===== config.mk =====
export PLATFORM = sky130hd
export DESIGN_NAME = pmu_event_unit
export DESIGN_NICKNAME = d
export VERILOG_FILES = /design/src/rtl/pmu_pkg.sv /design/src/rtl/pmu_ctr_core.sv /design/src/rtl/pmu_ctr_slice.sv /design/src/rtl/pmu_bit_bank.sv /design/src/rtl/pmu_event_unit.sv
export SDC_FILE = /design/constraint.sdc
export NUM_CORES = 1
export LEC_CHECK = 0
export ABC_CLOCK_PERIOD_IN_PS = 2900
export BUFFER_PORTS_ARGS = -buffer_cell sky130_fd_sc_hd__buf_2
export CELL_PAD_IN_SITES_DETAIL_PLACEMENT = 1
export CELL_PAD_IN_SITES_GLOBAL_PLACEMENT = 2
export CORE_MARGIN = 3
export CORE_UTILIZATION = 34
export CTS_CLUSTER_DIAMETER = 200
export DETAILED_ROUTE_END_ITERATION = 7
export PLACE_DENSITY = 0.82
export SLEW_MARGIN = 10
export SYNTH_ARGS = -nofsm -noshare
export SYNTH_HDL_FRONTEND = slang
export SYNTH_SLANG_ARGS = --single-unit

===== constraint.sdc =====
create_clock -name clk -period 2.9 [get_ports clk]
set_input_delay 0.58 -clock clk [delete_from_list [all_inputs] [get_ports clk]]
set_output_delay 0.58 -clock clk [all_outputs]
set_load 0.02 [all_outputs]

===== src/rtl/pmu_pkg.sv =====
`timescale 1ns/1ps
// Package: shared register offsets, control bit positions and the slot mask
// helper for the event counter unit. Assumes a 12-bit byte offset bus.
package pmu_pkg;
    localparam logic [11:0] OFF_CNTEN_SET = 12'hC00;
    localparam logic [11:0] OFF_CNTEN_CLR = 12'hC20;
    localparam logic [11:0] OFF_INTEN_SET = 12'hC40;
    localparam logic [11:0] OFF_INTEN_CLR = 12'hC60;
    localparam logic [11:0] OFF_OVF_CLR   = 12'hC80;
    localparam logic [11:0] OFF_OVF_SET   = 12'hCC0;
    localparam logic [11:0] OFF_CFG       = 12'hE00;
    localparam logic [11:0] OFF_CTRL      = 12'hE04;
    localparam logic [11:0] OFF_IDENT     = 12'hE08;
    localparam logic [4:0]  TYPE_PAGE     = 5'b01000;  // 0x400..0x47F
    localparam logic [4:0]  FILT_PAGE     = 5'b10100;  // 0xA00..0xA7F
    localparam int          CYC_SLOT      = 31;
    localparam int          CTRL_EN       = 0;
    localparam int          CTRL_RST_EVT  = 1;
    localparam int          CTRL_RST_CYC  = 2;

    // Bit mask of implemented counter slots.
    function automatic logic [31:0] slot_mask(input int n, input bit cyc);
        logic [31:0] m;
        m = '0;
        for (int i = 0; i < 32; i++)
            if (i < n) m[i] = 1'b1;
        if (cyc) m[CYC_SLOT] = 1'b1;
        return m;
    endfunction

    // Read-only configuration word.
    function automatic logic [31:0] cfg_word(input int n, input int w, input bit cyc);
        return (32'(cyc) << 14) | (32'(w - 1) << 8) | 32'(n + int'(cyc) - 1);
    endfunction
endpackage


===== src/rtl/pmu_ctr_core.sv =====
`timescale 1ns/1ps
// Counter core: a W-bit up-counter. The bus loads it one 32-bit word at a
// time. A clear has the highest priority, then a load, then an increment.
// wrap pulses when an increment rolls the counter over from all ones.
// Assumes 1 <= W <= 64.
module pmu_ctr_core #(
    parameter int W = 40
) (
    input  logic         clk,
    input  logic         rst_n,
    input  logic         clr,
    input  logic         wr_lo,
    input  logic         wr_hi,
    input  logic [31:0]  wdata,
    input  logic         inc,
    output logic [W-1:0] cnt,
    output logic         wrap
);
    logic [W-1:0] loaded;

    // Merge the written word into the current value.
    always_comb begin
        loaded = cnt;
        for (int b = 0; b < W; b++)
            if (b < 32 ? wr_lo : wr_hi) loaded[b] = wdata[b % 32];
    end

    // Roll-over is only a real wrap when no clear or load overrides it.
    assign wrap = inc & ~clr & ~wr_lo & ~wr_hi & (&cnt);

    // Counter state with clear > load > increment priority.
    always_ff @(posedge clk) begin
        if (!rst_n)               cnt <= '0;
        else if (clr)             cnt <= '0;
        else if (wr_lo || wr_hi)  cnt <= loaded;
        else if (inc)             cnt <= cnt + W'(1);
    end
endmodule


===== src/rtl/pmu_ctr_slice.sv =====
`timescale 1ns/1ps
// Counter slice: one event counter with its event-type and filter words.
// The type value picks an event line. Values at or above NUM_EVT select
// nothing. The filter word is stored for software and read back unchanged.
// Assumes TYPE_W <= 32.
module pmu_ctr_slice #(
    parameter int W       = 40,
    parameter int TYPE_W  = 8,
    parameter int NUM_EVT = 4
) (
    input  logic               clk,
    input  logic               rst_n,
    input  logic [NUM_EVT-1:0] evt_in,
    input  logic               run,
    input  logic               clr,
    input  logic               wr_lo,
    input  logic               wr_hi,
    input  logic               wr_type,
    input  logic               wr_filt,
    input  logic [31:0]        wdata,
    output logic [W-1:0]       cnt,
    output logic [31:0]        type_rd,
    output logic [31:0]        filt_rd,
    output logic               wrap
);
    logic [TYPE_W-1:0] type_q;
    logic [31:0]       filt_q;
    logic              evt_sel;

    // Event line chosen by the type word.
    always_comb begin
        evt_sel = 1'b0;
        for (int e = 0; e < NUM_EVT; e++)
            if (type_q == TYPE_W'(e)) evt_sel = evt_in[e];
    end

    // Type and filter storage.
    always_ff @(posedge clk) begin
        if (!rst_n) begin
            type_q <= '0;
            filt_q <= '0;
        end else begin
            if (wr_type) type_q <= wdata[TYPE_W-1:0];
            if (wr_filt) filt_q <= wdata;
        end
    end

    assign type_rd = 32'(type_q);
    assign filt_rd = filt_q;

    pmu_ctr_core #(.W(W)) u_core (
        .clk   (clk),
        .rst_n (rst_n),
        .clr   (clr),
        .wr_lo (wr_lo),
        .wr_hi (wr_hi),
        .wdata (wdata),
        .inc   (run & evt_sel),
        .cnt   (cnt),
        .wrap  (wrap)
    );
endmodule


===== src/rtl/pmu_bit_bank.sv =====
`timescale 1ns/1ps
// Set/clear bit bank: 32 state bits. One strobe sets bits with write-one,
// another clears them, and a hardware vector sets them. Set wins over
// clear. Bits outside MASK are held at zero.
module pmu_bit_bank #(
    parameter logic [31:0] MASK = 32'hFFFF_FFFF
) (
    input  logic        clk,
    input  logic        rst_n,
    input  logic        set_we,
    input  logic        clr_we,
    input  logic [31:0] wdata,
    input  logic [31:0] hw_set,
    output logic [31:0] bits
);
    // Bank state update.
    always_ff @(posedge clk) begin
        if (!rst_n) bits <= '0;
        else        bits <= ((bits & ~(clr_we ? wdata : 32'd0))
                             | (set_we ? wdata : 32'd0) | hw_set) & MASK;
    end
endmodule


===== src/rtl/pmu_event_unit.sv =====
`timescale 1ns/1ps
// Event counter unit top: decodes the register bus, builds NUM_CTR counter
// slices plus an optional cycle counter in slot 31, three set/clear banks,
// the control flop and the read mux. Assumes NUM_CTR <= 31, CTR_W <= 64,
// and word-aligned accesses.
module pmu_event_unit
    import pmu_pkg::*;
#(
    parameter int          NUM_CTR = 4,
    parameter int          CTR_W   = 40,
    parameter bit          HAS_CYC = 1'b1,
    parameter int          NUM_EVT = 4,
    parameter int          TYPE_W  = 8,
    parameter logic [31:0] IMPL_ID = 32'h0A5C_1001
) (
    input  logic               clk,
    input  logic               rst_n,
    input  logic [NUM_EVT-1:0] evt_in,
    input  logic               reg_wr,
    input  logic [11:0]        reg_addr,
    input  logic [31:0]        reg_wdata,
    output logic [31:0]        reg_rdata,
    output logic               irq
);
    localparam bit          WIDE      = (CTR_W > 32);
    localparam logic [31:0] IMPL_MASK = slot_mask(NUM_CTR, HAS_CYC);
    localparam logic [31:0] CFG_WORD  = cfg_word(NUM_CTR, CTR_W, HAS_CYC);

    logic        glb_en;
    logic [31:0] cyc_filt_q;
    logic [31:0] cnten, inten, ovf, wrap_v;
    logic [63:0] ctr64  [32];
    logic [31:0] typ_rd [32];
    logic [31:0] flt_rd [32];
    logic [31:0] wr_lo_v, wr_hi_v, wr_type_v, wr_filt_v;
    logic [4:0]  c_idx, r_idx;
    logic        c_hit, c_hi, t_hit, f_hit;
    logic        ctrl_we, clr_evt, clr_cyc;
    logic [63:0] cyc_val64;

    // Address decode into per-slot one-hot write strobes.
    always_comb begin
        c_hit     = WIDE ? (reg_addr[11:8] == 4'd0) : (reg_addr[11:7] == 5'd0);
        c_idx     = WIDE ? reg_addr[7:3] : reg_addr[6:2];
        c_hi      = WIDE & reg_addr[2];
        r_idx     = reg_addr[6:2];
        t_hit     = (reg_addr[11:7] == TYPE_PAGE);
        f_hit     = (reg_addr[11:7] == FILT_PAGE);
        wr_lo_v   = (reg_wr && c_hit && !c_hi) ? (32'd1 << c_idx) : 32'd0;
        wr_hi_v   = (reg_wr && c_hit &&  c_hi) ? (32'd1 << c_idx) : 32'd0;
        wr_type_v = (reg_wr && t_hit) ? (32'd1 << r_idx) : 32'd0;
        wr_filt_v = (reg_wr && f_hit) ? (32'd1 << r_idx) : 32'd0;
        ctrl_we   = reg_wr && (reg_addr == OFF_CTRL);
        clr_evt   = ctrl_we && reg_wdata[CTRL_RST_EVT];
        clr_cyc   = ctrl_we && reg_wdata[CTRL_RST_CYC];
    end

    for (genvar k = 0; k < 32; k++) begin : g_slot
        if (k < NUM_CTR) begin : g_evt
            logic [CTR_W-1:0] cnt_k;
            logic             wrap_k;
            pmu_ctr_slice #(.W(CTR_W), .TYPE_W(TYPE_W), .NUM_EVT(NUM_EVT)) u_slice (
                .clk     (clk),
                .rst_n   (rst_n),
                .evt_in  (evt_in),
                .run     (glb_en & cnten[k]),
                .clr     (clr_evt),
                .wr_lo   (wr_lo_v[k]),
                .wr_hi   (wr_hi_v[k]),
                .wr_type (wr_type_v[k]),
                .wr_filt (wr_filt_v[k]),
                .wdata   (reg_wdata),
                .cnt     (cnt_k),
                .type_rd (typ_rd[k]),
                .filt_rd (flt_rd[k]),
                .wrap    (wrap_k)
            );
            assign ctr64[k]  = 64'(cnt_k);
            assign wrap_v[k] = wrap_k;
        end else if (k == CYC_SLOT && HAS_CYC) begin : g_cyc
            logic [CTR_W-1:0] cnt_k;
            logic             wrap_k;
            pmu_ctr_core #(.W(CTR_W)) u_cyc (
                .clk   (clk),
                .rst_n (rst_n),
                .clr   (clr_cyc),
                .wr_lo (wr_lo_v[k]),
                .wr_hi (wr_hi_v[k]),
                .wdata (reg_wdata),
                .inc   (glb_en & cnten[k]),
                .cnt   (cnt_k),
                .wrap  (wrap_k)
            );
            assign ctr64[k]  = 64'(cnt_k);
            assign wrap_v[k] = wrap_k;
            assign typ_rd[k] = cyc_filt_q;
            assign flt_rd[k] = 32'd0;
        end else begin : g_none
            assign ctr64[k]  = 64'd0;
            assign wrap_v[k] = 1'b0;
            assign typ_rd[k] = 32'd0;
            assign flt_rd[k] = 32'd0;
        end
    end

    assign cyc_val64 = ctr64[CYC_SLOT];

    // Global enable and cycle-counter filter word.
    always_ff @(posedge clk) begin
        if (!rst_n) begin
            glb_en     <= 1'b0;
            cyc_filt_q <= '0;
        end else begin
            if (ctrl_we) glb_en <= reg_wdata[CTRL_EN];
            if (wr_type_v[CYC_SLOT] && HAS_CYC) cyc_filt_q <= reg_wdata;
        end
    end

    pmu_bit_bank #(.MASK(IMPL_MASK)) u_cnten (
        .clk(clk), .rst_n(rst_n),
        .set_we(reg_wr && reg_addr == OFF_CNTEN_SET),
        .clr_we(reg_wr && reg_addr == OFF_CNTEN_CLR),
        .wdata(reg_wdata), .hw_set(32'd0), .bits(cnten)
    );
    pmu_bit_bank #(.MASK(IMPL_MASK)) u_inten (
        .clk(clk), .rst_n(rst_n),
        .set_we(reg_wr && reg_addr == OFF_INTEN_SET),
        .clr_we(reg_wr && reg_addr == OFF_INTEN_CLR),
        .wdata(reg_wdata), .hw_set(32'd0), .bits(inten)
    );
    pmu_bit_bank #(.MASK(IMPL_MASK)) u_ovf (
        .clk(clk), .rst_n(rst_n),
        .set_we(reg_wr && reg_addr == OFF_OVF_SET),
        .clr_we(reg_wr && reg_addr == OFF_OVF_CLR),
        .wdata(reg_wdata), .hw_set(wrap_v), .bits(ovf)
    );

    assign irq = |(ovf & inten);

    // Combinational read mux.
    always_comb begin
        reg_rdata = 32'd0;
        if (c_hit)      reg_rdata = c_hi ? ctr64[c_idx][63:32] : ctr64[c_idx][31:0];
        else if (t_hit) reg_rdata = typ_rd[r_idx];
        else if (f_hit) reg_rdata = flt_rd[r_idx];
        else begin
            case (reg_addr)
                OFF_CNTEN_SET, OFF_CNTEN_CLR: reg_rdata = cnten;
                OFF_INTEN_SET, OFF_INTEN_CLR: reg_rdata = inten;
                OFF_OVF_CLR,   OFF_OVF_SET:   reg_rdata = ovf;
                OFF_CFG:                      reg_rdata = CFG_WORD;
                OFF_CTRL:                     reg_rdata = {31'd0, glb_en};
                OFF_IDENT:                    reg_rdata = IMPL_ID;
                default:                      reg_rdata = 32'd0;
            endcase
        end
    end
endmodule


==> Word level (Yosys, flattened, before mapping) <==
Cells that the tools add are included.
{ "op_classes": {"add_sub_neg": 5, "order_cmp": 2, "eq_ne": 33, "n_shift": 2, "muxes": 250, "n_bitwise": 55, "reduce_logical": 51} }
{ "ops": {"columns": ["op", "count"], "rows": [
  ["$mux W32", 17],
  ["$mux W40", 10],
  ["$bmux W32 S5", 2],
  ["$bmux W64 S5", 1],
  ["$mux W1", 216],
  ["$add A40 B1 Y40 const B", 5],
  ["$reduce_and A40 Y1", 5],
  ["$pmux W32 S6", 1],
  ["$and A32 B32 Y32", 4],
  ["$mux W64", 2],
  ["$or A32 B32 Y32", 4],
  ["$eq A12 B12 Y1 const B", 9],
  ["$not A32 Y32", 3],
  ["$eq A8 B2 Y1 const B", 8],
  ["$shl A1 B5 Y32 const A", 2],
  ["$eq A8 B1 Y1 const B", 4],
  ["$logic_not A8 Y1", 4],
  ["$reduce_or A32 Y1", 1],
  ["$and A1 B1 Y1", 29],
  ["$ne A2 B2 Y1 const B", 10],
  ["$reduce_and A2 Y1", 10],
  ["$logic_and A1 B1 Y1", 14],
  ["$not A1 Y1", 13],
  ["$ge A6 B6 Y1 const B", 2],
  ["other kinds (9)", 22]
]} }
{ "totals": {"ff_bits": 489, "inputBits": 51, "output_inout_bits": 33, "elab_cells": 424} }

==> Longest topological paths before layout <==
{ "logic_depth": {"ltp_word": 11, "mapped_depth": 10, "depth_no_buf": 7} }

==> Cells and area by module <==
From an unflattened synthesis, not the netlist that was laid out.
{ "hier_totals": {"hier_cells": 3060, "area_unflattened_um2": 27555.2} }
{ "modules_own_cells": {"columns": ["mod", "n_inst", "cells_per_inst", "area_per_inst_um2", "seq_area_each_um2"], "rows": [
  ["pmu_ctr_core", 5, 326, 2586.2, 800.8],
  ["pmu_ctr_slice", 4, 158, 1736.7, 800.8],
  ["pmu_event_unit", 1, 654, 6363.6, 660.6],
  ["pmu_bit_bank", 3, 48, 437.9, 100.1]
]} }

==> Worst setup path before layout <==
OpenSTA, ideal clock, no wires.
{ "synth_path": {"path_type": "input-to-output", "startpoint": "input port reg_addr[6]", "endpoint": "output port reg_rdata[10]", "arrival_ns": 2.635, "required_ns": 2.320, "path_slack_ns": -0.315, "path_stages": 6, "n_path_buf": 1, "path_cell_list": "buf_2 -> nor3_1 -> nand3_1 -> o31ai_1 -> a21oi_1 -> o32ai_1"} }
{ "synth_between": {"elab_chain_len": 7, "elab_cells_between_ends": 28, "classes_between": "eq/ne: 9; mux: 14; bitwise: 2; reduce/logical: 3"} }
{ "synth_rtl": {"columns": ["element", "line_no", "rtl"], "rows": [
  ["start, declared", "pmu_event_unit.sv:20", "input logic [11:0] reg_addr,"],
  ["$not A5 Y6 (not written as such)", "pmu_event_unit.sv:144, pmu_event_unit.sv:145", null],
  ["$bmux W32 S5", "pmu_event_unit.sv:145", "else if (f_hit) reg_rdata = flt_rd[r_idx];"],
  ["$mux W32 (not written as such) (2 in series)", "pmu_event_unit.sv:145", null],
  ["$mux W32", "pmu_event_unit.sv:145", null],
  ["$mux W32", "pmu_event_unit.sv:144", "else if (t_hit) reg_rdata = typ_rd[r_idx];"],
  ["$mux W32 *", "pmu_event_unit.sv:143", "if (c_hit) reg_rdata = c_hi ? ctr64[c_idx][63:32] : ctr64[c_idx][31:0];"],
  ["end, declared", "pmu_event_unit.sv:22", "output logic [31:0] reg_rdata,"]
]} }
Every way passes the cells marked *; elsewhere a longest branch is shown, timed or not. The select of a mux whose other input is x is not followed.

==> Worst setup path after layout <==
{ "layout_path": {"startpoint": "register g_slot[2].g_evt.u_slice.u_core.cnt[6]", "endpoint": "output port reg_rdata[6]"} }
{ "layout_between": {"elab_chain_len": 5} }
{ "layout_rtl": {"columns": ["element", "line_no", "rtl"], "rows": [
  ["start, declared", "pmu_ctr_core.sv:16", "output logic [W-1:0] cnt,"],
  ["start signal, assigned", "pmu_ctr_core.sv:35", "else if (wr_lo || wr_hi) cnt <= loaded;"],
  ["start signal, assigned", "pmu_ctr_core.sv:36", "else if (inc) cnt <= cnt + W'(1);"],
  ["$bmux W64 S5", "pmu_event_unit.sv:143", null],
  ["$mux W64 (not written as such) (2 in series)", "pmu_event_unit.sv:143", null],
  ["$mux W32 (2 in series)", "pmu_event_unit.sv:143", null]
]} }
Every way passes these cells. The select of a mux whose other input is x is not followed.

==> impl_metrics.py <==
metrics = {
    "detailed_routing": {
        "post-route-drc-count": 0,
        "ant_nets": 0,
        "avgRoutedWirePerCell_um": 27.2,
        "drt-total-wl_um": 114000,
        "via_per_inst": 6.29,
        "dr.pass1.iters": 5,
        "vias": 26344,
        "drtIter0Drc": 2481,
    },
    "die": {
        "die_area_um2": 73100,
        "io_pins": 84,
        "num_rows": 96,
        "fp.dieW_um": 270,
        "die_y_um": 270,
        "coreArea_um2": 68900,
        "start_util_pct": 34.4,
    },
    "power": {
        "switching_share_pct": 26.2,
        "ir_worst_vdd_mv": 0.440,
        "p_int_uw": 9710,
        "power_switching_uw": 3440,
        "cellPowerDensity_nw_per_um2": 452,
        "pwr-share-comb_pct": 6.4,
        "seq_power_share_pct": 42.9,
        "clkPwrFrac_pct": 50.8,
        "leakage_uw": 0.00939,
    },
    "layout": {
        "final_nets": 3273,
        "layout-drive-gt1-share_pct": 20.8,
        "areaGrowthSynthToFinish_pct": 22.6,
        "layout.cells.non_filler": 4191,
    },
    "clocking": {
        "cts_buffer_depth": 3,
        "clkLatencyLatePin_ns": 0.64,
        "hold_buffers": 0,
        "cts_buffers": 50,
        "path_clk_slew_ns": 0.06,
        "root_buffer": "clkbuf_16",
        "cts-htree-levels": 2,
        "cts_tree": "yes",
        "cts.sinks": 408,
    },
    "timing": {
        "fin_crit_sh_pct": 99.8,
        "hold-worst-slack_ns": 0.269,
        "slew_viol_final": 0,
        "skew_ns": 0.0395,
        "hold_viol_final": 0,
        "period_needed_ns": 2.89,
        "slew_headroom_pct": 31.7,
        "tightest_slew_ns": 1.02,
        "setup_viol": 0,
        "fmax_mhz": 346,
        "rsz0062_at_grt": "true",
    },
    "worst_setup_path": {
        "critical_path_class": "flop to output pin",
        "crit_cells": 6,
        "path_cells": "mux4_2 > a22oi_2 > nor2_1 > a21oi_1 > o211ai_1 > buf_4",
        "start_kind": "flop",
        "crit_buf_inv": 1,
        "end_kind": "output pin",
        "worstPathRequired_ns": 2.32,
        "cp_max_fo": 7,
        "crit_family": "compound AO/OA/AOI/OAI gates",
        "worstPathArrival_ns": 2.31,
        "cpPeakStageDelay_ns": 0.52,
        "rrSetupSlack_ns": 0.20,
        "crit_slowest_cell": "mux4_2",
        "startpoint": "g_slot[2].g_evt.u_slice.u_core.cnt[6]",
        "r2r_start": "g_slot[2].g_evt.u_slice.type_q[7]",
        "r2r_cells": 6,
    },
    "synthesis": {
        "yosysTopAreaCell": "dfxtp_1",
        "synthArstFlopShare_pct": 0,
        "synth_area_um2": 23700,
        "synth_fp_nets": 3140,
        "ys_seq_area_share_pct": 34.4,
        "synth_edf_count": 0,
        "synth_cell_types": 84,
        "yosys_register_bits": 408,
        "synthFlopType": "dfxtp_1",
        "synth_common_cells": "nand2_1, dfxtp_1, a21oi_1, clkbuf_1, o21ai_0",
        "synth_top_area_share_pct": 34.4,
        "yosysMostFrequentCell": "nand2_1",
        "syn_inst": 3084,
        "syn_avg_cell_area_um2": 7.70,
        "ys_warn_count": 0,
        "synthTopCellsByArea": "dfxtp_1, nand2_1, a21oi_1, mux4_2, o21ai_0",
    },
    "job": {
        "drv_cap": 0,
    },
    "outcome": {
        "status": "completed",
    },
    "placed_design": {
        "gp_congestion": 0.959,
        "port_buffers": 83,
        "hpwl_um": 81600,
        "placedCellCount": 4077,
    },
    "global_routing": {
        "antenna_found_initial": 4,
        "grt_pass1_vias": 26109,
        "overflow": 0,
        "grt_pass1_wl_um": 169000,
        "grt_usage_pct": 29.8,
        "grt_max_degree": 204,
    },
    "min_path": {
        "hold_depth": 3,
        "hp-class": "input port to flop",
        "hp-start": "reg_wdata[2]",
    },
}
## per-stage QoR
step / instance area [um2] / power [uW] / setup WS (ns) / util [%] / TNS (ns)
2_1_floorplan: 23900 / 6140 / 0.0211 / - / 0
6_report: 29100 / 13200 / 0.00579 / 42.2 / 0
5_1_grt: 29100 / 13500 / -0.0365 / 42.2 / -0.271
4_1_cts: 28800 / 13200 / -0.0906 / 41.7 / -0.262
3_5_place_dp: 26800 / 6540 / -0.177 / 38.8 / -7.37
3_3_place_gp: 26800 / 6530 / -0.130 / 38.8 / -2.77
## final timing paths
kind	to
setup / recovery	reg_rdata[6]
hold / removal	g_slot[3].g_evt.u_slice.filt_rd[2]
setup reg to reg	g_slot[2].g_evt.u_slice.u_core.cnt[25]
hold reg to reg	g_slot[1].g_evt.u_slice.filt_rd[0]
## timing repair
item / in CTS / in global routing
pin swaps: 20 / 17
gates resized for setup: 66 / 47
setup endpoints to repair: 27 / 30
buffers inserted: 7 / 15
gates cloned: 0 / 2
## power by group through the flow
stage	clock, uW	combinational (uW)	sequential (uW)
floorplan	0	384	5760
global placement	0	764	5760
detailed placement	0	776	5760
CTS	6760	789	5640
finish	6680	835	5640
global route	6990	865	5640
## placed cells by master, fill, tap and decap left out, types with 21 or more instances in the layout
master / Yosys / routed
o21ai_0: 178 / 172
o22ai_1: 24 / 24
dfxtp_1: 408 / 388
a211oi_1: 27 / 27
nor3_1: 53 / 48
mux2i_1: 25 / 24
mux4_2: 84 / 84
nand2_1: 646 / 644
a21o_1: 21 / 21
inv_1: 26 / 25
nor2_1: 169 / 167
nand3_1: 123 / 120
and3_1: 55 / 55
nor4_1: 28 / 26
nand4_1: 57 / 57
a31oi_1: 36 / 36
a22oi_2: 0 / 29
buf_12: 0 / 38
buf_2: 62 / 64
a22oi_1: 90 / 61
a21oi_1: 403 / 403
o31ai_1: 42 / 39
buf_4: 3 / 241
clkbuf_16: 0 / 52
## cell type report
class	instances	area, um2
fill	8335	39800
multi-input combinational	2376	14800
sequential	408	8200
timing repair buffer	353	3060
clock buffer	72	1470
tap	931	1160
clock inverter	22	267
inverter	28	110
antenna	1	2.50
## tightest hold or removal path: stages
cell and delay (ns):
buf_2 0.15, nand2_1 0.07, a21oi_1 0.05
## kinds of logic (layout without fill, tap and decap cells)
kind of cell | count (synthesis) | after routing | share of synthesized area [%]
DFF | 408 | 408 | 34.4
other | 0 | 1 | 0
xor gates and xnor gates | 1 | 1 | 0.0369
AOI/OAI and AO/OA | 985 | 985 | 25.7
buffers and inverters | 300 | 475 | 5.25
muxes | 117 | 117 | 9.57
and+or+nand+nor | 1268 | 1268 | 24.8
adders and majority gates | 5 | 5 | 0.263
## flip-flops by register name, indices dropped and copies added (netlist names)
register,cells
glb_en,1
u_inten.bits,5
cyc_filt_q,32
u_cnten.bits,5
g_slot.g_evt.u_slice.type_q,32
g_slot.g_cyc.u_cyc.cnt,40
g_slot.g_evt.u_slice.filt_rd,128
u_ovf.bits,5
g_slot.g_evt.u_slice.u_core.cnt,160
## metal layers
| metal | global-route usage, % | routed length (um) | up-vias |
|---|---|---|---|
| met5 | 0 | 29 | - |
| met4 | 15.7 | 6680 | 4 |
| met3 | 4.59 | 7390 | 301 |
| met2 | 48.0 | 52400 | 1008 |
| met1 | 38.7 | 47600 | 13367 |
| li1 | - | - | 11664 |
Note: power is estimated with default switching activity, not from simulation.
